File: src/rtl/pmu_pkg.sv
`timescale 1ns/1ps
package pmu_pkg;

    localparam int EVT_CODE_W = 8;
    localparam int MASK_W     = 8;

    // Select register image; bit positions are decoded by the counting logic.
    typedef struct packed {
        logic [MASK_W-1:0]     cmask;     // 31:24
        logic                  inv;       // 23
        logic                  gen;       // 22
        logic                  rsvd;      // 21
        logic                  irq_en;    // 20
        logic                  pin;       // 19
        logic                  edge_det;  // 18
        logic                  sup_en;    // 17
        logic                  usr_en;    // 16
        logic [MASK_W-1:0]     umask;     // 15:8
        logic [EVT_CODE_W-1:0] code;      // 7:0
    } sel_t;

    typedef enum logic [1:0] {
        RA_SEL0 = 2'd0,
        RA_SEL1 = 2'd1,
        RA_CTR0 = 2'd2,
        RA_CTR1 = 2'd3
    } reg_addr_e;

    typedef enum logic {
        IRQ_QUIET  = 1'b0,
        IRQ_RAISED = 1'b1
    } irq_state_e;

endpackage

File: src/rtl/pmu_event_qual.sv
`timescale 1ns/1ps
module pmu_event_qual
    import pmu_pkg::*;
#(
    parameter int CNT_W  = 2,
    parameter int QUAL_W = 4
) (
    input  logic                          clk,
    input  logic                          rst_n,
    input  logic [EVT_CODE_W-1:0]         code,
    input  logic [MASK_W-1:0]             umask,
    input  logic [MASK_W-1:0]             cmask,
    input  logic                          usr_en,
    input  logic                          sup_en,
    input  logic                          edge_det,
    input  logic                          inv,
    input  logic                          cpl_user,
    input  logic [(1<<EVT_CODE_W)*CNT_W-1:0]  evt_cnt,
    input  logic [(1<<EVT_CODE_W)*QUAL_W-1:0] evt_qual,
    output logic [CNT_W-1:0]              inc
);

    localparam int PAD_W = MASK_W - CNT_W;

    logic [CNT_W-1:0]  sel_cnt;
    logic [QUAL_W-1:0] sel_qual;
    logic              umask_hit;
    logic [CNT_W-1:0]  masked_cnt;
    logic              thr_hit;
    logic [CNT_W-1:0]  level;
    logic              mode_ok;
    logic [CNT_W-1:0]  qualified;
    logic              active;
    logic              active_q;

    // Event selection by code
    assign sel_cnt  = evt_cnt[int'(code)*CNT_W +: CNT_W];
    assign sel_qual = evt_qual[int'(code)*QUAL_W +: QUAL_W];

    // Sub-event qualification
    assign umask_hit  = (umask == '0) || ((umask[QUAL_W-1:0] & sel_qual) != '0);
    assign masked_cnt = umask_hit ? sel_cnt : '0;

    // Threshold compare, optionally inverted
    always_comb begin
        if (inv) begin
            thr_hit = ({{PAD_W{1'b0}}, masked_cnt} < cmask);
        end else begin
            thr_hit = ({{PAD_W{1'b0}}, masked_cnt} >= cmask);
        end
        if (cmask == '0) begin
            level = masked_cnt;
        end else begin
            level = {{(CNT_W-1){1'b0}}, thr_hit};
        end
    end

    // Privilege filter
    assign mode_ok   = cpl_user ? usr_en : sup_en;
    assign qualified = mode_ok ? level : '0;
    assign active    = |qualified;

    always_ff @(posedge clk or negedge rst_n) begin
        if (!rst_n) begin
            active_q <= 1'b0;
        end else begin
            active_q <= active;
        end
    end

    // Edge or level accumulation
    assign inc = edge_det ? {{(CNT_W-1){1'b0}}, (active & ~active_q)} : qualified;

    p_priv_block_r6: assert property (@(posedge clk) disable iff (!rst_n)
        (!usr_en && !sup_en) |-> (inc == '0))
        else $error("privilege-off event counted");

    p_edge_once_r5: assert property (@(posedge clk) disable iff (!rst_n)
        (edge_det && $stable(code) && $stable(cmask) && $stable(umask) && $stable(inv)
         && $stable(usr_en) && $stable(sup_en) && $stable(cpl_user) && $past(edge_det)
         && ($past(inc) != '0)) |-> (inc == '0))
        else $error("edge mode counted two cycles in a row");

endmodule

File: src/rtl/pmu_counter.sv
`timescale 1ns/1ps
module pmu_counter #(
    parameter int CTR_W  = 40,
    parameter int DATA_W = 32,
    parameter int INC_W  = 2
) (
    input  logic              clk,
    input  logic              rst_n,
    input  logic              count_en,
    input  logic [INC_W-1:0]  inc,
    input  logic              wr_en,
    input  logic [DATA_W-1:0] wr_data,
    output logic [CTR_W-1:0]  value,
    output logic              ovf
);

    localparam int EXT_W = CTR_W - DATA_W;
    localparam logic [CTR_W-1:0] STEP_MAX = CTR_W'((1 << INC_W) - 1);

    logic [CTR_W:0]   sum;
    logic [CTR_W-1:0] wr_ext;

    assign sum    = {1'b0, value} + {{(CTR_W+1-INC_W){1'b0}}, inc};
    assign wr_ext = {{EXT_W{wr_data[DATA_W-1]}}, wr_data};
    assign ovf    = count_en && !wr_en && sum[CTR_W];

    always_ff @(posedge clk or negedge rst_n) begin
        if (!rst_n) begin
            value <= '0;
        end else if (wr_en) begin
            value <= wr_ext;
        end else if (count_en) begin
            value <= sum[CTR_W-1:0];
        end
    end

    p_write_sext_r1: assert property (@(posedge clk) disable iff (!rst_n)
        wr_en |=> (value[CTR_W-1:DATA_W] == {EXT_W{$past(wr_data[DATA_W-1])}})
                  && (value[DATA_W-1:0] == $past(wr_data)))
        else $error("counter write not sign-extended");

    p_hold_when_off_r4: assert property (@(posedge clk) disable iff (!rst_n)
        (!count_en && !wr_en) |=> $stable(value))
        else $error("counter moved while stopped");

    p_step_bound_r3: assert property (@(posedge clk) disable iff (!rst_n)
        (count_en && !wr_en) |=> ((value - $past(value)) <= STEP_MAX))
        else $error("counter stepped too far");

endmodule

File: src/rtl/pmu_irq_ctrl.sv
`timescale 1ns/1ps
module pmu_irq_ctrl
    import pmu_pkg::*;
#(
    parameter int NUM_CTR = 2
) (
    input  logic               clk,
    input  logic               rst_n,
    input  logic [NUM_CTR-1:0] ovf,
    input  logic [NUM_CTR-1:0] irq_en,
    input  logic               glob_en,
    input  logic               clr,
    output logic               irq
);

    irq_state_e state, state_nx;
    logic       cause;

    assign cause = glob_en && ((ovf & irq_en) != '0);

    // State register
    always_ff @(posedge clk or negedge rst_n) begin
        if (!rst_n) begin
            state <= IRQ_QUIET;
        end else begin
            state <= state_nx;
        end
    end

    // Transitions: T_RAISE on a qualifying wrap, T_ACK on clear without a new wrap
    always_comb begin
        state_nx = state;
        unique case (state)
            IRQ_QUIET:  if (cause)         state_nx = IRQ_RAISED;
            IRQ_RAISED: if (clr && !cause) state_nx = IRQ_QUIET;
            default:                       state_nx = IRQ_QUIET;
        endcase
    end

    // Outputs
    always_comb begin
        irq = (state == IRQ_RAISED);
    end

    p_irq_cause_r9: assert property (@(posedge clk) disable iff (!rst_n)
        (!irq && !cause) |=> !irq)
        else $error("interrupt without a wrap");

    p_irq_hold_r9: assert property (@(posedge clk) disable iff (!rst_n)
        (irq && !clr) |=> irq)
        else $error("interrupt dropped without clear");

    p_irq_set_wins_r9: assert property (@(posedge clk) disable iff (!rst_n)
        cause |=> irq)
        else $error("qualifying wrap lost");

endmodule

File: src/rtl/pmu_dual_counter.sv
`timescale 1ns/1ps
module pmu_dual_counter
    import pmu_pkg::*;
#(
    parameter int CTR_W  = 40,
    parameter int DATA_W = 32,
    parameter int CNT_W  = 2,
    parameter int QUAL_W = 4
) (
    input  logic                              clk,
    input  logic                              rst_n,
    input  logic                              cpl_user,
    input  logic [(1<<EVT_CODE_W)*CNT_W-1:0]  evt_cnt,
    input  logic [(1<<EVT_CODE_W)*QUAL_W-1:0] evt_qual,
    input  logic [1:0]                        reg_addr,
    input  logic                              reg_wen,
    input  logic [DATA_W-1:0]                 reg_wdata,
    input  logic                              irq_clr,
    output logic [CTR_W-1:0]                  reg_rdata,
    output logic                              irq
);

    localparam int NUM_CTR = 2;
    localparam int PAD_W   = CTR_W - DATA_W;

    sel_t               sel [NUM_CTR];
    logic [CTR_W-1:0]   ctr_val [NUM_CTR];
    logic [NUM_CTR-1:0] ctr_ovf;
    logic [NUM_CTR-1:0] ctr_irq_en;
    logic               glob_en;
    reg_addr_e          addr;

    assign addr    = reg_addr_e'(reg_addr);
    assign glob_en = sel[0].gen;

    for (genvar i = 0; i < NUM_CTR; i++) begin : g_ctr
        logic [CNT_W-1:0] inc;
        logic             sel_wr;
        logic             ctr_wr;

        assign sel_wr = reg_wen && (reg_addr == 2'(i));
        assign ctr_wr = reg_wen && (reg_addr == 2'(i + 2));
        assign ctr_irq_en[i] = sel[i].irq_en;

        always_ff @(posedge clk or negedge rst_n) begin
            if (!rst_n) begin
                sel[i] <= '0;
            end else if (sel_wr) begin
                sel[i] <= sel_t'(reg_wdata);
            end
        end

        pmu_event_qual #(
            .CNT_W  (CNT_W),
            .QUAL_W (QUAL_W)
        ) u_qual (
            .clk      (clk),
            .rst_n    (rst_n),
            .code     (sel[i].code),
            .umask    (sel[i].umask),
            .cmask    (sel[i].cmask),
            .usr_en   (sel[i].usr_en),
            .sup_en   (sel[i].sup_en),
            .edge_det (sel[i].edge_det),
            .inv      (sel[i].inv),
            .cpl_user (cpl_user),
            .evt_cnt  (evt_cnt),
            .evt_qual (evt_qual),
            .inc      (inc)
        );

        pmu_counter #(
            .CTR_W  (CTR_W),
            .DATA_W (DATA_W),
            .INC_W  (CNT_W)
        ) u_counter (
            .clk      (clk),
            .rst_n    (rst_n),
            .count_en (glob_en),
            .inc      (inc),
            .wr_en    (ctr_wr),
            .wr_data  (reg_wdata),
            .value    (ctr_val[i]),
            .ovf      (ctr_ovf[i])
        );
    end

    pmu_irq_ctrl #(
        .NUM_CTR (NUM_CTR)
    ) u_irq (
        .clk     (clk),
        .rst_n   (rst_n),
        .ovf     (ctr_ovf),
        .irq_en  (ctr_irq_en),
        .glob_en (glob_en),
        .clr     (irq_clr),
        .irq     (irq)
    );

    // Registered read port
    always_ff @(posedge clk or negedge rst_n) begin
        if (!rst_n) begin
            reg_rdata <= '0;
        end else begin
            unique case (addr)
                RA_SEL0: reg_rdata <= {{PAD_W{1'b0}}, sel[0]};
                RA_SEL1: reg_rdata <= {{PAD_W{1'b0}}, sel[1]};
                RA_CTR0: reg_rdata <= ctr_val[0];
                RA_CTR1: reg_rdata <= ctr_val[1];
                default: reg_rdata <= '0;
            endcase
        end
    end

    p_sel1_gen_inert_r4: assert property (@(posedge clk) disable iff (!rst_n)
        (!sel[0].gen && !(reg_wen && reg_addr == 2'(RA_CTR1))) |=> $stable(ctr_val[1]))
        else $error("select 1 enable bit started counter 1");

    p_zero_sel0_keeps_r4: assert property (@(posedge clk) disable iff (!rst_n)
        (reg_wen && reg_addr == 2'(RA_SEL0)) |=> $stable(sel[1]))
        else $error("select 0 write disturbed select 1");

endmodule

File: config.mk
export PLATFORM = sky130hd
export DESIGN_NAME = pmu_dual_counter
export DESIGN_NICKNAME = d
export VERILOG_FILES = /design/src/rtl/pmu_pkg.sv /design/src/rtl/pmu_event_qual.sv /design/src/rtl/pmu_counter.sv /design/src/rtl/pmu_irq_ctrl.sv /design/src/rtl/pmu_dual_counter.sv
export SDC_FILE = /design/constraint.sdc
export NUM_CORES = 1
export LEC_CHECK = 0
export ABC_AREA = 0
export BUFFER_PORTS_ARGS = -buffer_cell sky130_fd_sc_hd__clkbuf_2
export CAP_MARGIN = 40
export CORE_AREA = 2 2 632 634
export CTS_CLUSTER_SIZE = 16
export DETAILED_ROUTE_END_ITERATION = 7
export DIE_AREA = 0 0 634 636
export GPL_TIMING_DRIVEN = 0
export PLACE_DENSITY_LB_ADDON = 0.2
export SYNTH_ARGS = -nofsm -noshare
export SYNTH_HDL_FRONTEND = slang
export SYNTH_HIERARCHICAL = 1
export SYNTH_SLANG_ARGS = --single-unit
File: constraint.sdc
create_clock -name clk -period 13.62 [get_ports clk]
set_input_delay 2.724 -clock clk [delete_from_list [all_inputs] [get_ports clk]]
set_output_delay 2.724 -clock clk [all_outputs]
set_load 0.02 [all_outputs]
== Word-level counts from Yosys, hierarchy flattened ==
Cells that the tools add are included.

* Bits in registers: 187
* Output and inout port bits: 41

* Add/sub/neg operators: 2
* Order comparisons: 4
* Equality and inequality tests: 3
* Shifts and indexed selects: 4
* Muxes and demuxes: 20
* Bitwise gates (word level): 8
* Reduce and logical (&&, ||, !) cells: 27

{| class="wikitable"
|+ Operators with widths
! operator !! count
|-
| 1024-bit by 11-bit indexed part select with 4-bit output || 2
|-
| 512-bit by 10-bit indexed part select with 2-bit output || 2
|-
| 40-bit two-way mux || 4
|-
| 40-bit case mux with 4 select lines || 1
|-
| 40-bit by 2-bit adder with 41-bit output || 2
|-
| 8-bit zero test || 4
|-
| 2-bit by 8-bit >= comparator with 1-bit output || 2
|-
| 2-bit by 8-bit less-than comparator with 1-bit output || 2
|-
| 2-bit two-way mux || 8
|-
| 1-bit logical AND || 10
|-
| 4-bit AND || 2
|-
| 4-bit nonzero test || 2
|-
| 1-bit two-way mux || 6
|-
| 2-bit nonzero test || 3
|-
| 2-bit equality test (second input constant) || 2
|-
| 2-bit OR reduction || 2
|-
| 1-bit zero test || 3
|-
| 1-bit inverter || 3
|-
| 1-bit AND || 2
|-
| 2-bit AND || 1
|-
| 2-bit by 1-bit equality test with 1-bit output (second input constant) || 1
|-
| 2-bit zero test || 1
|-
| 1-bit logical OR || 2
|-
| 1-bit case mux with 2 select lines || 1
|}

== Logic depth before layout (Yosys ltp) ==
* Word-level depth: 21
* Depth in mapped cells: 31

== Modules after synthesis ==
The synthesis kept the hierarchy.

{| class="wikitable"
|+ Modules (own cells, without submodules)
! module !! times used !! cells each !! area each (sq um) !! sequential area each (sq um)
|-
| pmu_event_qual || 2 || 1043 || 13325.3 || 25.0
|-
| pmu_counter || 2 || 311 || 2611.3 || 1001.0
|-
| pmu_dual_counter || 1 || 237 || 4339.2 || 2602.5
|-
| pmu_irq_ctrl || 1 || 5 || 46.3 || 25.0
|}

== Worst setup path after synthesis ==
Ideal clock, no wire load.

* Path type: input -> register
* From: input evt_qual[431]
* To: register u_irq.state (netlist: u_irq/irq)
* Setup time: 0.082 ns
* Arrival: 7.794 ns
* Path slack: 5.744 ns
* Stages: 25
* Cell sequence: mux4_1 > mux4_2 > and3_1 > nor3_1 > a211oi_1 > a311oi_1 > nand3_1 > nor2_1 > nor2_1 > ha_1 > a21oi_1 > or4_1 > a21o_1 > o211a_1 > a221oi_1 > ha_1 > inv_1 > fa_1 > nand3b_1 > or3_1 > clkbuf_1 > clkbuf_1 > nor4_1 > a22oi_1 > o22ai_1

* Longest elaborated chain between the ends: 21
* Elaborated cells on any way between the ends: 38
* Those cells by class: 2 x add/sub; 4 x order compare; 2 x shift; 13 x mux; 5 x bitwise; 12 x reduce/logical

{| class="wikitable"
|+ RTL lines
! what !! RTL line !! RTL
|-
| start, declared || pmu_dual_counter.sv:14 || <nowiki>input logic [(1<<EVT_CODE_W)*QUAL_W-1:0] evt_qual,</nowiki>
|-
| 1024-bit by 11-bit indexed part select with 4-bit output * || pmu_event_qual.sv:38 || <nowiki>assign sel_qual = evt_qual[int'(code)*QUAL_W +: QUAL_W];</nowiki>
|-
| 4-bit AND * || pmu_event_qual.sv:41 || <nowiki>assign umask_hit = (umask == '0) || ((umask[QUAL_W-1:0] & sel_qual) != '0);</nowiki>
|-
| 4-bit nonzero test * || pmu_event_qual.sv:41 ||
|-
| 1-bit logical OR * || pmu_event_qual.sv:41 ||
|-
| 2-bit two-way mux * || pmu_event_qual.sv:42 || <nowiki>assign masked_cnt = umask_hit ? sel_cnt : '0;</nowiki>
|-
| 2-bit by 8-bit >= comparator with 1-bit output or 2-bit by 8-bit less-than comparator with 1-bit output (tied branches) || pmu_event_qual.sv:49, pmu_event_qual.sv:47 ||
|-
| 1-bit two-way mux || pmu_event_qual.sv:46 || <nowiki>if (inv) begin</nowiki>
|-
| 2-bit two-way mux * || pmu_event_qual.sv:51 || <nowiki>if (cmask == '0) begin</nowiki>
|-
| [... 4 more ...] || -- ||
|-
| named net g_ctr[0].inc[0] || pmu_dual_counter.sv:37 || <nowiki>logic [CNT_W-1:0] inc;</nowiki>
|-
| [... 2 more ...] || -- ||
|-
| named net ctr_ovf[0] || pmu_dual_counter.sv:28 || <nowiki>logic [NUM_CTR-1:0] ctr_ovf;</nowiki>
|-
| 2-bit AND * || pmu_irq_ctrl.sv:19 || <nowiki>assign cause = glob_en && ((ovf & irq_en) != '0);</nowiki>
|-
| 2-bit nonzero test * || pmu_irq_ctrl.sv:19 ||
|-
| 1-bit logical AND * || pmu_irq_ctrl.sv:19 ||
|-
| 1-bit zero test || pmu_irq_ctrl.sv:35 || <nowiki>IRQ_RAISED: if (clr && !cause) state_nx = IRQ_QUIET;</nowiki>
|-
| 1-bit logical AND || pmu_irq_ctrl.sv:35 ||
|-
| 1-bit two-way mux || pmu_irq_ctrl.sv:35 ||
|-
| 1-bit case mux with 2 select lines * || pmu_irq_ctrl.sv:33 || <nowiki>unique case (state)</nowiki>
|-
| named net u_irq.state_nx || pmu_irq_ctrl.sv:16 || <nowiki>irq_state_e state, state_nx;</nowiki>
|-
| end signal, assigned || pmu_irq_ctrl.sv:26 || <nowiki>state <= state_nx;</nowiki>
|-
| end, declared || pmu_irq_ctrl.sv:16 ||
|}

The timed path passes the listed nets; every way through them passes the cells marked *.
A chain may end at the register's enable or synchronous reset.

== Final worst setup path ==
* From: register sel[4] (netlist bit)
* To: register u_irq.state (netlist: u_irq/irq)

* Longest elaborated chain between the ends: 21
* Elaborated cells on any way between the ends: 24
* Those cells by class: 1 x add/sub; 2 x order compare; 2 x shift; 8 x mux; 3 x bitwise; 8 x reduce/logical

{| class="wikitable"
|+ RTL lines
! what !! RTL line !! RTL
|-
| start, declared || pmu_dual_counter.sv:26 || <nowiki>sel_t sel [NUM_CTR];</nowiki>
|-
| start signal, assigned by index || pmu_dual_counter.sv:49 || <nowiki>sel[i] <= sel_t'(reg_wdata);</nowiki>
|-
| 1024-bit by 11-bit indexed part select with 4-bit output || pmu_event_qual.sv:38 ||
|-
| 4-bit AND || pmu_event_qual.sv:41 ||
|-
| 4-bit nonzero test || pmu_event_qual.sv:41 ||
|-
| 1-bit logical OR || pmu_event_qual.sv:41 ||
|-
| 2-bit two-way mux * || pmu_event_qual.sv:42 ||
|-
| 2-bit by 8-bit >= comparator with 1-bit output or 2-bit by 8-bit less-than comparator with 1-bit output (tied branches) || pmu_event_qual.sv:49, pmu_event_qual.sv:47 ||
|-
| 1-bit two-way mux || pmu_event_qual.sv:46 ||
|-
| 2-bit two-way mux * || pmu_event_qual.sv:51 ||
|-
| [... 4 more ...] || -- ||
|-
| named net g_ctr[1].inc[0] || pmu_dual_counter.sv:37 ||
|-
| [... 2 more ...] || -- ||
|-
| named net ctr_ovf[1] || pmu_dual_counter.sv:28 ||
|-
| 2-bit AND * || pmu_irq_ctrl.sv:19 ||
|-
| 2-bit nonzero test * || pmu_irq_ctrl.sv:19 ||
|-
| 1-bit logical AND * || pmu_irq_ctrl.sv:19 ||
|-
| 1-bit zero test || pmu_irq_ctrl.sv:35 ||
|-
| 1-bit logical AND || pmu_irq_ctrl.sv:35 ||
|-
| 1-bit two-way mux || pmu_irq_ctrl.sv:35 ||
|-
| 1-bit case mux with 2 select lines * || pmu_irq_ctrl.sv:33 ||
|-
| named net u_irq.state_nx || pmu_irq_ctrl.sv:16 ||
|}

Marked as above.

==> results.yml <==
run_status:
  outcome: "finished, final reports clean"
grt:
  antenna_found_initial: 372
  first_global_vias: 45000
  grt_max_degree: 94
  global_route.usage.total_pct: 26.0
  globalRoute.totalOverflow: 0
  first_pass_grt_wire_length_um: 642000
timing:
  timing.final.ws_setup_ns: 2.53
  max_slew_margin_pct: 21.2
  final_count_of_hold_timing_violations: 0
  setup_viol_count_final: 0
  max_freq_mhz: 90.2
  max_slew_violations: 0
  clock_skew_ns: 0.0188
  fin_crit_sh_pct: 81.4
  tightestPinTransition_ns: 1.18
  fin_hold_ws_ns: 0.498
  period_minus_slack_ns: 11.09
  rsz0062_at_grt: "false"
worst_setup_path:
  worstPathMaxFanout: 12
  critical_path.startpoint_type: "flip-flop"
  setup.worst_path.class: "reg2reg"
  cp_data_required_time_ns: 14.02
  setup.worst_path.end_class: "flip-flop"
  critPathArrivalTime_ns: 11.49
  rr_worst_depth: 32
  critical_path.slowest_cell: "a221oi_1"
  critical-path-max-stage-delay_ns: 0.83
synthesis:
  syn_area_per_cell_um2: 12.3
  synth-edff-count: 0
  seq_cells_post_synth: 187
  netlist_top_cells_area: "mux4_2 (46%), dfrtp_1 (13%), mux2i_1 (5.6%), mux4_1 (2.6%), mux2_2 (2.5%)"
  ys_seq_area_share_pct: 12.9
  netlist.area_leader.share_pct: 45.6
  synth_ff_type: "dfrtp_1"
  syn-cell-area_mm2: 0.0363
  synth.most_common_cell: "mux4_2"
  post_synth_most_frequent_cells: "mux4_2 (734), mux2i_1 (204), dfrtp_1 (187)"
  netlist.top_cell.by_area: "mux4_2"
  yosys_warnings: 6
  post_synth_num_cell_types: 83
  async_sr_flop_fraction_pct: 100
  netlist_instances: 2950
  syn_nets: 4535
detailed_routing:
  post-route-drc-count: 0
  totalWireLength_um: 544000
  vias: 45900
  dr.first_iter.drc_count: 5528
  antenna_violating_nets_post_route: 0
  drt_pre_antenna_iters: 7
  routedWlPerCell_um: 53.6
  vias_per_cell: 4.53
placed_design:
  place.detailed.hpwl_um: 464000
  placement_cell_area_mm2: 0.0531
  gp_routability_congestion: 0.901
  io_buffer_count: 1613
  place_ws_ns: 2.29
final_layout:
  final_util_pct: 13.6
  final_area_mm2: 0.0541
  layout-area-overhead-vs-synth_pct: 49.1
  multi_input_area_mm2: 0.0289
  final-seq-area_mm2: 0.00468
  layout.filler_cells: 45200
  drive_above_1_share_pct: 61.9
  net_count_of_the_finished_layout: 6313
clock_network:
  cts_resized: 0
  maximum_clock_path_buffer_count: 2
  clock_insertion_delay_at_the_later_pin_of_the_skew_report_ns: 0.48
  cts_htree_levels: 4
  cts.hold.buffers_added: 0
  postCtsSetupBuffers: 0
  clock_tree_from_tritoncts: "yes"
  cts_made_buffers: 17
  cts_sinks: 187
  clock_tree.root_cell: "clkbuf_16"
  clkSlewWorstSetupHoldPaths_ns: 0.08
die:
  num_io_pins: 1616
  die-area_mm2: 0.403
  die_h_um: 636
  num_rows: 232
  floorplan.core_area_mm2: 0.397
  die-width_um: 634
  initial_utilization_pct: 9.13
flow_run:
  drv_cap: 0
pwr:
  vdd_ir_drop_max_uv: 61.9
  final_power_mw: 7.38
  power.density_cell_area_mw_per_mm2: 137
  total_leakage_power_nw: 20.8
min_path:
  path_category_of_the_worst_min_delay_check: "reg2reg"
  holdPathStages: 1
[cell families (layout without fill, tap and decap cells)]
| group | count (synthesis) | after routing | share of synthesized area [%] |
|---|---|---|---|
| buffers and inverters | 364 | 2155 | 7.45 |
| other | 0 | 142 | 0 |
| multiplexers | 1058 | 1058 | 56.4 |
| AO/OA/AOI/OAI | 586 | 586 | 11.5 |
| XOR/XNOR | 20 | 20 | 0.483 |
| adder cells (fa/ha/maj) | 10 | 10 | 0.387 |
| flip-flops | 187 | 187 | 12.9 |
| AND/OR/NAND/NOR | 725 | 725 | 10.8 |
[layout by cell type, fill, tap and decap left out, types with 32 or more instances in the layout]
cell type	Yosys	layout
a211oi_1	32	32
a21oi_1	52	52
a221oi_1	46	45
a22oi_1	107	107
a31oi_1	54	54
buf_12	20	51
buf_2	70	89
buf_4	80	113
buf_6	60	76
buf_8	12	43
clkbuf_1	76	57
clkbuf_2	0	1631
dfrtp_1	187	187
diode_2	0	142
mux2_2	80	80
mux2i_1	204	200
mux4_1	36	36
mux4_2	734	734
nand2_1	165	165
nand3_1	82	82
nand4_1	70	70
nor2_1	129	123
nor2b_1	46	40
nor4_1	42	42
o21ai_0	80	80
o22ai_1	43	43
o31ai_1	36	36
or4_1	46	46
[sequential cells by signal, indices dropped and copies added, names as in the netlist]
name	cells
reg_rdata	40
g_ctr.u_qual/active_q	2
g_ctr.u_counter/value	80
ctr_irq_en	2
glob_en	1
u_irq/irq	1
sel	61
[critical path, delay by kind of cell (launching register included)]
kind	cells	cell delay, ns
AOI/OAI and AO/OA	8	2.37
DFF	1	0.73
and+or+nand+nor	10	2.78
adders and majority gates	3	1.03
buffers and inverters	11	3.92
[metal layers]
metal | vias to the layer above | part of all wire [%] | track usage (%)
met2 | 3757 | 48 | 44.0
met3 | 984 | 10 | 8.83
met5 | - | 0.23 | 0
met4 | 186 | 5.3 | 11.4
li1 | 16700 | - | -
met1 | 24300 | 37 | 29.6
[power breakdown]
part | switching (mW) | internal (mW)
Sequential | 0.175 | 0.650
Combinational | 4.06 | 1.96
Clock | 0.273 | 0.269
[final cells by class]
cell class | count | share of cell area [%]
diodes | 142 | 0.657
plain buffers | 334 | 4.84
clock buffers | 18 | 0.813
clock inverters | 14 | 0.313
inverters | 30 | 0.208
multi-input cells | 2399 | 53.5
flip-flops and latches | 187 | 8.66
well taps | 5265 | 12.2
repair buffers | 1759 | 18.8
[path summary, 6_finish.rpt]
check                              from             to  slack (ns)
worst min-delay path            sel[21]        sel[21]        0.50
worst max-delay path             sel[4]      u_irq/irq        2.53
worst max register to register   sel[4]      u_irq/irq        2.53
min in group asynchronous         rst_n  reg_rdata[28]        2.04
max in group asynchronous         rst_n         sel[0]       10.38
worst min register to register  sel[21]        sel[21]        0.50
[stage by stage]
stage | instances | TNS (ns)
floorplan | 2950 | 0
global placement | 9828 | -45.02
detailed placement | 9971 | 0
CTS | 10000 | 0
global route | 10100 | 0
finish | 10100 | 0
No activity file was read; power rests on OpenSTA's default activity.
